**config.mk**
```make
export PLATFORM = sky130hd
export DESIGN_NAME = pin_debounce
export DESIGN_NICKNAME = d
export VERILOG_FILES = /design/src/rtl/dbnc_pkg.sv /design/src/rtl/dbnc_sync.sv /design/src/rtl/dbnc_timebase.sv /design/src/rtl/dbnc_cfg.sv /design/src/rtl/dbnc_filter.sv /design/src/rtl/pin_debounce.sv
export SDC_FILE = /design/constraint.sdc
export NUM_CORES = 1
export LEC_CHECK = 0
export ABC_AREA = 0
export CORE_MARGIN = 4
export CORE_UTILIZATION = 30
export CTS_BUF_LIST = sky130_fd_sc_hd__clkbuf_8
export CTS_CLUSTER_SIZE = 40
export DETAILED_ROUTE_END_ITERATION = 6
export PLACE_DENSITY = 0.48
export REMOVE_ABC_BUFFERS = 1
export SLEW_MARGIN = 15
export SYNTH_ARGS = -nofsm -noshare
export SYNTH_HDL_FRONTEND = slang
export SYNTH_SLANG_ARGS = --single-unit
```
**constraint.sdc**
```tcl
create_clock -name clk_i -period 6.2 [get_ports clk_i]
set_input_delay 1.24 -clock clk_i [delete_from_list [all_inputs] [get_ports clk_i]]
set_output_delay 1.24 -clock clk_i [all_outputs]
set_load 0.005 [all_outputs]
```
**src/rtl/dbnc_pkg.sv**
```systemverilog
package dbnc_pkg;
  localparam int CODE_W       = 3;
  localparam int FIELD_W      = 4;
  localparam int PINS_PER_REG = 8;
  localparam int CNT_W        = 15;

  typedef logic [CODE_W-1:0] code_t;
  typedef logic [CNT_W-1:0]  cnt_t;

  // window length in 1 us ticks; code 7 aliases the longest window
  function automatic cnt_t code_to_ticks(code_t c);
    case (c)
      3'd0:    return cnt_t'(1);
      3'd1:    return cnt_t'(10);
      3'd2:    return cnt_t'(100);
      3'd3:    return cnt_t'(1000);
      3'd4:    return cnt_t'(10000);
      3'd5:    return cnt_t'(20000);
      default: return cnt_t'(30000);
    endcase
  endfunction
endpackage

```
**src/rtl/dbnc_sync.sv**
```systemverilog
module dbnc_sync #(
  parameter int WIDTH = 16
) (
  input  logic             clk_i,
  input  logic             rst_ni,
  input  logic [WIDTH-1:0] d_i,
  output logic [WIDTH-1:0] q_o
);
  logic [WIDTH-1:0] meta_q, sync_q;

  always_ff @(posedge clk_i or negedge rst_ni) begin
    if (!rst_ni) begin
      meta_q <= '0;
      sync_q <= '0;
    end else begin
      meta_q <= d_i;
      sync_q <= meta_q;
    end
  end

  assign q_o = sync_q;
endmodule

```
**src/rtl/dbnc_timebase.sv**
```systemverilog
module dbnc_timebase #(
  parameter int DIV = 125
) (
  input  logic clk_i,
  input  logic rst_ni,
  output logic tick_o
);
  localparam int PRE_W = (DIV > 1) ? $clog2(DIV) : 1;

  logic [PRE_W-1:0] pre_q;

  assign tick_o = (pre_q == PRE_W'(DIV - 1));

  always_ff @(posedge clk_i or negedge rst_ni) begin
    if (!rst_ni)     pre_q <= '0;
    else if (tick_o) pre_q <= '0;
    else             pre_q <= pre_q + PRE_W'(1);
  end

  generate
    if (DIV > 1) begin : g_tick_chk
      assert_tick_single_R6: assert property (@(posedge clk_i) disable iff (!rst_ni)
        tick_o |=> !tick_o);
    end
  endgenerate
endmodule

```
**src/rtl/dbnc_cfg.sv**
```systemverilog
module dbnc_cfg
  import dbnc_pkg::*;
#(
  parameter int NUM_PINS = 16,
  parameter int ADDR_W   = 1
) (
  input  logic                  clk_i,
  input  logic                  rst_ni,
  input  logic                  we_i,
  input  logic [ADDR_W-1:0]     addr_i,
  input  logic [31:0]           wdata_i,
  output logic [31:0]           rdata_o,
  output code_t [NUM_PINS-1:0]  code_o
);
  generate
    for (genvar p = 0; p < NUM_PINS; p++) begin : g_pin
      localparam int REG = p / PINS_PER_REG;
      localparam int BIT = (p % PINS_PER_REG) * FIELD_W;

      logic  hit;
      code_t code_q;

      assign hit = we_i && (addr_i == ADDR_W'(REG));

      always_ff @(posedge clk_i or negedge rst_ni) begin
        if (!rst_ni)                         code_q <= '0;
        else if (hit && wdata_i[BIT+CODE_W]) code_q <= wdata_i[BIT +: CODE_W];
      end

      assign code_o[p] = code_q;

      assert_field_load_R1: assert property (@(posedge clk_i) disable iff (!rst_ni)
        (we_i && addr_i == ADDR_W'(REG) && wdata_i[BIT+CODE_W])
          |=> code_o[p] == $past(wdata_i[BIT +: CODE_W]));
      assert_field_keep_R2: assert property (@(posedge clk_i) disable iff (!rst_ni)
        (we_i && !wdata_i[BIT+CODE_W]) |=> $stable(code_o[p]));
      assert_other_addr_R3: assert property (@(posedge clk_i) disable iff (!rst_ni)
        (we_i && addr_i != ADDR_W'(REG)) |=> $stable(code_o[p]));
    end
  endgenerate

  always_comb begin
    rdata_o = '0;
    for (int p = 0; p < NUM_PINS; p++) begin
      if (addr_i == ADDR_W'(p / PINS_PER_REG))
        rdata_o[(p % PINS_PER_REG) * FIELD_W +: CODE_W] = code_o[p];
    end
  end
endmodule

```
**src/rtl/dbnc_filter.sv**
```systemverilog
module dbnc_filter
  import dbnc_pkg::*;
(
  input  logic  clk_i,
  input  logic  rst_ni,
  input  logic  ready_i,
  input  logic  tick_i,
  input  logic  sync_i,
  input  code_t code_i,
  output logic  filt_o
);
  logic filt_q;
  cnt_t cnt_q;
  cnt_t lim;

  assign lim = code_to_ticks(code_i);

  always_ff @(posedge clk_i or negedge rst_ni) begin
    if (!rst_ni) begin
      filt_q <= 1'b0;
      cnt_q  <= '0;
    end else if (!ready_i) begin
      filt_q <= sync_i;
      cnt_q  <= '0;
    end else if (sync_i == filt_q) begin
      cnt_q  <= '0;
    end else if (tick_i) begin
      // >= so a window shortened mid-count still terminates
      if (cnt_q >= lim - cnt_t'(1)) begin
        filt_q <= sync_i;
        cnt_q  <= '0;
      end else begin
        cnt_q  <= cnt_q + cnt_t'(1);
      end
    end
  end

  assign filt_o = filt_q;

  assert_change_on_tick_R7: assert property (@(posedge clk_i) disable iff (!rst_ni)
    (ready_i && !tick_i) |=> $stable(filt_o));
  assert_hold_when_equal_R7: assert property (@(posedge clk_i) disable iff (!rst_ni)
    (ready_i && sync_i == filt_o) |=> $stable(filt_o));
endmodule

```
**src/rtl/pin_debounce.sv**
```systemverilog
module pin_debounce
  import dbnc_pkg::*;
#(
  parameter  int NUM_PINS = 16,
  parameter  int CLK_HZ   = 125_000_000,
  localparam int NUM_REGS = (NUM_PINS + PINS_PER_REG - 1) / PINS_PER_REG,
  localparam int ADDR_W   = (NUM_REGS > 1) ? $clog2(NUM_REGS) : 1
) (
  input  logic                clk_i,
  input  logic                rst_ni,
  input  logic [NUM_PINS-1:0] pin_i,
  input  logic                we_i,
  input  logic [ADDR_W-1:0]   addr_i,
  input  logic [31:0]         wdata_i,
  output logic [31:0]         rdata_o,
  output logic [NUM_PINS-1:0] pin_o
);
  localparam int TICK_DIV = (CLK_HZ >= 2_000_000) ? CLK_HZ / 1_000_000 : 1;

  logic [NUM_PINS-1:0] sync;
  code_t [NUM_PINS-1:0] code;
  logic                tick;
  logic [1:0]          init_q;
  logic                ready;

  // outputs load directly while the synchronizer fills
  assign ready = (init_q == 2'd3);

  always_ff @(posedge clk_i or negedge rst_ni) begin
    if (!rst_ni)     init_q <= '0;
    else if (!ready) init_q <= init_q + 2'd1;
  end

  dbnc_sync #(.WIDTH(NUM_PINS)) u_sync (
    .clk_i (clk_i),
    .rst_ni(rst_ni),
    .d_i   (pin_i),
    .q_o   (sync)
  );

  dbnc_timebase #(.DIV(TICK_DIV)) u_timebase (
    .clk_i (clk_i),
    .rst_ni(rst_ni),
    .tick_o(tick)
  );

  dbnc_cfg #(.NUM_PINS(NUM_PINS), .ADDR_W(ADDR_W)) u_cfg (
    .clk_i  (clk_i),
    .rst_ni (rst_ni),
    .we_i   (we_i),
    .addr_i (addr_i),
    .wdata_i(wdata_i),
    .rdata_o(rdata_o),
    .code_o (code)
  );

  generate
    for (genvar p = 0; p < NUM_PINS; p++) begin : g_filt
      dbnc_filter u_filter (
        .clk_i  (clk_i),
        .rst_ni (rst_ni),
        .ready_i(ready),
        .tick_i (tick),
        .sync_i (sync[p]),
        .code_i (code[p]),
        .filt_o (pin_o[p])
      );
    end
  endgenerate

  assert_init_load_R9: assert property (@(posedge clk_i) disable iff (!rst_ni)
    !ready |=> pin_o == $past(sync));
endmodule

```
==> results of run 1 <==
-- per-layer routing --
metal | up-vias | track usage | share of wire
met5 | - | 0 | 0
met4 | 0 | 0.0498 | 0.025
met3 | 88 | 0.0270 | 0.041
met2 | 313 | 0.261 | 0.47
met1 | 9634 | 0.198 | 0.46
li1 | 9796 | - | -
-- cell usage after synthesis, types with 9 or more instances --
master and count:
dfrtp_1 345, mux2_2 64, buf_4 25, nor2_1 258, nor4_1 20, mux2i_1 19
nand2b_1 34, clkbuf_1 60, a211oi_1 39, nor3_1 52, buf_2 21, nor3b_1 13
nor2b_1 31, and4_1 13, o21bai_1 9, o211ai_1 11, nand4_1 96, o21a_1 10
o21ai_1 10, nand3b_1 19, a22o_1 25, nand3_1 122, and3_1 45, a21oi_1 113
a211o_1 23, xor2_1 64, or3_1 24, ha_1 261, inv_1 94, a21o_1 51
nand2_1 303, o21ai_0 153, o31ai_1 18, a31oi_1 34, and2_1 27, xnor2_1 47
o22ai_1 11
-- power groups by stage --
stage	Combinational [mW]	Sequential [mW]	Clock, mW
6_report	1.18	2.52	2.38
5_1_grt	1.36	2.55	2.61
4_1_cts	1.20	2.52	2.50
3_5_place_dp	1.19	2.56	0
3_3_place_gp	1.14	2.56	0
2_1_floorplan	0.777	2.49	0
-- metrics by stage --
stage	worst slack (ns)	instance area, sq um	std cells
4_1_cts	1.81	26900	3825
3_3_place_gp	1.81	25500	3702
3_5_place_dp	1.81	25500	3702
6_report	1.95	26900	3828
2_1_floorplan	2.64	23100	2551
5_1_grt	1.75	26900	3828
-- final timing paths --
path	depth (start not counted)	to	slack [ns]	startpoint
max	5	rdata_o[16]	1.95	addr_i
min	0	u_sync.q_o[1]$_DFF_PN0_	0.35	u_sync.meta_q[1]$_DFF_PN0_
max reg2reg	8	g_filt[14].u_filter.cnt_q[10]$_DFFE_PN0P_	2.58	init_q[0]$_DFFE_PN0N_
min reg2reg	0	u_sync.q_o[1]$_DFF_PN0_	0.35	u_sync.meta_q[1]$_DFF_PN0_
max in group asynchronous	2	u_cfg.g_pin[7].code_q[1]$_DFFE_PN0P_	4.20	rst_ni
min in group asynchronous	1	u_cfg.g_pin[10].code_q[1]$_DFFE_PN0P_	0.60	rst_ni
-- cell type report --
class | count | area (sq um)
fill | 7885 | 50800
inverter | 95 | 357
multi-input combinational | 2111 | 14200
antenna | 3 | 7.51
timing repair buffer | 111 | 1070
sequential | 345 | 8630
clock inverter | 40 | 246
tap | 1040 | 1300
clock buffer | 83 | 1140
-- registers in the layout (all words and copies together) (netlist names) --
signal,cells
u_sync.q_o,16
u_sync.meta_q,16
u_cfg.g_pin.code_q,48
init_q,2
g_filt.u_filter.filt_o,16
u_timebase.pre_q,7
g_filt.u_filter.cnt_q,240
-- cells by family (layout without fill, tap and decap cells) --
kind of cell | after synthesis | after routing | synth area share
multiplexers | 83 | 83 | 0.0385
flip-flops | 345 | 345 | 0.365
XOR/XNOR | 111 | 111 | 0.0411
buffers and inverters | 203 | 329 | 0.0373
adder cells (fa/ha/maj) | 261 | 261 | 0.138
AO/OA/AOI/OAI | 565 | 565 | 0.155
AND/OR/NAND/NOR | 1083 | 1083 | 0.224
other | 1 | 11 | 0.000159
==> flow_summary.yaml, run 1 <==
cells_and_area:
  drive_gt1_frac: 0.0761
  layout_commonest_cell: "dfrtp_1"
  mostFrequentLayoutCells: "345 x dfrtp_1, 303 x nand2_1, 260 x ha_1, 258 x nor2_1, 153 x o21ai_0"
  fin_util: 0.346
  nNetsFinal: 3047
  syn_to_final_growth_pct: 13.9
setup_path:
  cpMaxStageDelayCell: "buf_2"
  crit_chain: "buf_2 -> buf_4 -> nand2_1 -> o21ai_0 -> clkdlybuf4s50_1"
  start_kind: "input pin"
  critPathKind: "in2out"
  slowest_delay_ns: 0.72
  cp_max_fo: 41
  cpLargestDelayFamily: "buffers and inverters"
  cp.arrival_ns: 3.01
  worstPathRequired_ns: 4.96
  end_kind: "output pin"
  path_buf_inv: 3
power:
  power_density_nw_per_um2: 226
  p_int_mw: 4.13
  clkPwrFrac: 0.391
  ir_drop_uv: 102
  design_power_total_mw: 6.08
  seqPwrFrac: 0.415
  power.leakage_nw: 12.0
  switching_share: 0.321
  p_sw_mw: 1.95
  combPwrFrac: 0.194
cts:
  clk_pin_slew_ns: 0.05
  cts_buffer_depth: 3
  cts_num_sinks: 345
  cts_tree: "done"
  post_cts_buffers: 0
  numCtsBuffers: 70
  cts_hold_buf: 0
  cts_root_buf: "clkbuf_8"
  clock_latency_ns: 0.66
  htreeDepth: 3
  post_cts_resized: 0
global_route:
  grt_max_degree: 156
  antenna_found_initial: 2
  grt_pass1_wl_microns: 105000
  grt_use_total: 0.153
  grt_pass1_vias: 19900
  grt_overflow_total: 0
drt:
  routed_via_density: 5.18
  drc_errors: 0
  drtIter0Drc: 1001
  dr.pass1.iters: 5
  postRouteAntennaNets: 0
  wire_per_inst_microns: 16.7
  totalWireLength_microns: 64100
  vias: 19800
timing:
  worstMarginPinSlew_ns: 1.13
  fin_hold_ws_ns: 0.348
  setup_tns_ns: 0
  hold_viol: 0
  period_share: 0.685
  finalSetupViolCount: 0
  slew_headroom: 0.245
  worst_clock_skew_ns: 0.0334
  rsz0062_at_grt: "no"
  slew_viol_final: 0
  period_needed_ns: 4.25
  max_freq_ghz: 0.235
die:
  die-area_sq_um: 83300
  die_w_microns: 289
  rows: 102
  dieHeight_microns: 289
  start_util: 0.304
  io_pins: 100
  coreArea_sq_um: 77700
logic_synthesis:
  synthTopCellsByArea: "dfrtp_1 37%, ha_1 14%, nand2_1 4.8%"
  synth_cell_type_count: 75
  synth-async-reset-ratio: 1.00
  ys_seq_elements: 345
  yosysTopAreaCell: "dfrtp_1"
  ys.flop_type: "dfrtp_1"
  synth_top_cell_area_share: 0.365
  synth-edff-count: 0
  synth-seq-area-share: 0.365
  yosysWarnings: 0
  syn_inst: 2652
  syn_area_sq_um: 23600
  synth_area_per_cell_sq_um: 8.91
run_status:
  status: "complete, no violations"
placement:
  dp_hpwl_microns: 46000
  portBuffers: 91
  place.gp.congestion: 0.806
min_path:
  hold_class: "reg2reg"
flow_run:
  cap_violations: 0
(Power assumes the default switching activity.)
==> run 2: changes to the inputs <==
--- a/config.mk
+++ b/config.mk
@@ -11,7 +11,7 @@
 export CTS_BUF_LIST = sky130_fd_sc_hd__clkbuf_8
 export CTS_CLUSTER_SIZE = 40
 export DETAILED_ROUTE_END_ITERATION = 6
-export PLACE_DENSITY = 0.48
+export PLACE_DENSITY = 0.5
 export REMOVE_ABC_BUFFERS = 1
 export SLEW_MARGIN = 15
 export SYNTH_ARGS = -nofsm -noshare
==> constraint.sdc (replaced) <==
create_clock -name clk_i -period 3.8 [get_ports clk_i]
set_input_delay 0.76 -clock clk_i [delete_from_list [all_inputs] [get_ports clk_i]]
set_output_delay 0.76 -clock clk_i [all_outputs]
set_load 0.005 [all_outputs]
==> run 2 against run 1 <==
  * Sequential power grew 62%
  * Non-clock buffer count grew 16
  * Clock-buffer cell count grew 8
  * Global-route usage is essentially flat
  * Register-to-register slack lost 2.2 ns
  * Worst hold slack lost 0.18 ns
  * Flip-flop and latch count is the same
  * Combinational power grew 64%
==> flow_summary.yaml, run 2 (synthesis results as in run 1) <==
run_status:
  status: "complete, no violations"
timing:
  max_freq_ghz: 0.291
  setup_tns_ns: 0
  period_needed_ns: 3.43
  slew_viol_final: 0
  worst_clock_skew_ns: 0.0278
  finalSetupViolCount: 0
  hold_viol: 0
  period_share: 0.903
  slew_headroom: 0.462
  rsz0062_at_grt: "no"
  worstMarginPinSlew_ns: 0.806
global_route:
  antenna_found_initial: 2
  grt_max_degree: 95
  grt_pass1_wl_microns: 105000
  grt_pass1_vias: 20000
  grt_overflow_total: 0
  grt_use_total: 0.153
cells_and_area:
  reg.largest.list: "g_filt.u_filter.cnt_q (240), u_cfg.g_pin.code_q (48)"
  largest_reg_flops: 240
  drive_gt1_frac: 0.0826
  max_flop_register: "g_filt.u_filter.cnt_q"
  instances_no_fill: 3849
  layout_commonest_cell: "dfrtp_1"
  mostFrequentLayoutCells: "344 x dfrtp_1, 303 x nand2_1, 260 x ha_1, 257 x nor2_1, 153 x o21ai_0"
  fillers: 7873
  nNetsFinal: 3064
  finalInstanceArea_sq_um: 27200
  syn_to_final_growth_pct: 15.1
placement:
  dpl_cell_area_sq_um: 25700
  portBuffers: 91
  dp_cells: 3718
  place.gp.congestion: 0.835
  dp_hpwl_microns: 46300
setup_path:
  cpMaxStageDelayCell: "dfrtp_1"
  reg2reg_depth: 14
  slowest_delay_ns: 0.46
  critPathKind: "reg2reg"
  cp_max_fo: 12
  worstPathRequired_ns: 4.37
  start_kind: "flop"
  crit_chain: "or3_1 -> ha_1 -> nand2_1 -> nor3_1 -> a21oi_1 -> and2_1 -> ha_1 -> and3_1 -> a221o_1 -> a21oi_1 -> o211ai_1 -> buf_4 -> nor4b_1 -> a21o_1"
  startpoint: "u_cfg.g_pin[14].code_q[1]$_DFFE_PN0P_"
  rr_startpoint: "u_cfg.g_pin[14].code_q[1]$_DFFE_PN0P_"
  cp.arrival_ns: 4.00
  end_kind: "flop"
drt:
  drtIter0Drc: 1055
  postRouteAntennaNets: 0
  wire_per_inst_microns: 16.4
  routed_via_density: 5.16
  dr.pass1.iters: 5
  vias: 19900
  drc_errors: 0
  totalWireLength_microns: 63200
die:
  dieHeight_microns: 289
  start_util: 0.304
  die-area_sq_um: 83300
  rows: 102
  die_w_microns: 289
  coreArea_sq_um: 77700
  io_pins: 100
power:
  p_sw_mw: 3.17
  p_int_mw: 6.85
  clkPwrFrac: 0.398
  ir_drop_uv: 201
  design_power_total_mw: 10.0
  power_density_nw_per_um2: 369
  power.leakage_nw: 12.2
  seqPwrFrac: 0.408
  combPwrFrac: 0.194
  switching_share: 0.316
cts:
  numCtsBuffers: 71
  htreeDepth: 3
  cts_buffer_depth: 3
  cts_tree: "done"
  cts_hold_buf: 0
  clk_pin_slew_ns: 0.06
  clock_latency_ns: 0.65
  cts_root_buf: "clkbuf_8"
  cts_num_sinks: 345
min_path:
  hold_class: "in2async"
flow_run:
  cap_violations: 0
## run 2: cell count changes in the layout (fill, tap and decap cells not counted), moves of 2 or more
cell	delta
inv_6	-2
clkinv_2	-4
buf_4	+9
clkbuf_8	+8
inv_1	+5
diode_2	-2
buf_12	+7
## run 2: power by group through the flow
stage	sequential, mW	combinational [mW]	clock, mW
3_3_place_gp	4.15	1.89	0
4_1_cts	4.09	1.97	4.19
6_report	4.09	1.94	3.99
2_1_floorplan	4.06	1.27	0
3_5_place_dp	4.16	1.95	0
5_1_grt	4.13	2.25	4.36
## run 2: final cells by class
type	instances	area [sq um]	share of cell area
antenna	1	2.50	0.0000920
clock buffer	91	1250	0.0460
clock inverter	39	209	0.00768
inverter	95	357	0.0131
multi-input combinational	2111	14200	0.521
sequential	345	8630	0.317
tap	1040	1300	0.0478
timing repair buffer	127	1280	0.0471
## run 2: worst max-delay path, delay by kind of cell (launching register included)
kind / cells / cell delay [ns]
and+or+nand+nor: 6 / 1.21
DFF: 1 / 0.46
adders and majority gates: 2 / 0.48
AOI/OAI and AO/OA: 5 / 0.98
buffers and inverters: 1 / 0.22
## run 2: timing repair
item	4_1_cts	5_1_grt
setup endpoints to repair	0	2
hold endpoints to repair	0	0
gates resized for setup	0	1
buffers inserted	0	0
## run 2: through the flow
| stage | hold slack [ns] | util | setup slack (ns) |
|---|---|---|---|
| floorplan | 0.331 | - | 0.243 |
| global placement | 0.333 | 0.331 | 0.421 |
| detailed placement | 0.335 | 0.331 | 0.368 |
| CTS | 0.138 | 0.350 | 0.345 |
| global route | 0.192 | 0.350 | 0.0340 |
| finish | 0.164 | 0.350 | 0.369 |
## run 2: worst paths after layout
kind,end,slack [ns]
hold / removal,u_sync.meta_q[6]$_DFF_PN0_,0.16
min in group clk_i,u_sync.q_o[5]$_DFF_PN0_,0.35
setup / recovery,g_filt[14].u_filter.cnt_q[6]$_DFFE_PN0P_,0.37
setup reg to reg,g_filt[14].u_filter.cnt_q[6]$_DFFE_PN0P_,0.37
hold reg to reg,u_sync.q_o[5]$_DFF_PN0_,0.35
max in group asynchronous,g_filt[15].u_filter.cnt_q[6]$_DFFE_PN0P_,2.69
## run 2: layer usage
layer	wire length, microns	vias up	part of all wire	global-route usage
met5	13	-	0.00021	0
met4	1410	2	0.022	0.0483
met3	2730	84	0.043	0.0290
met2	30100	290	0.48	0.259
met1	28900	9676	0.46	0.198
li1	-	9827	-	-
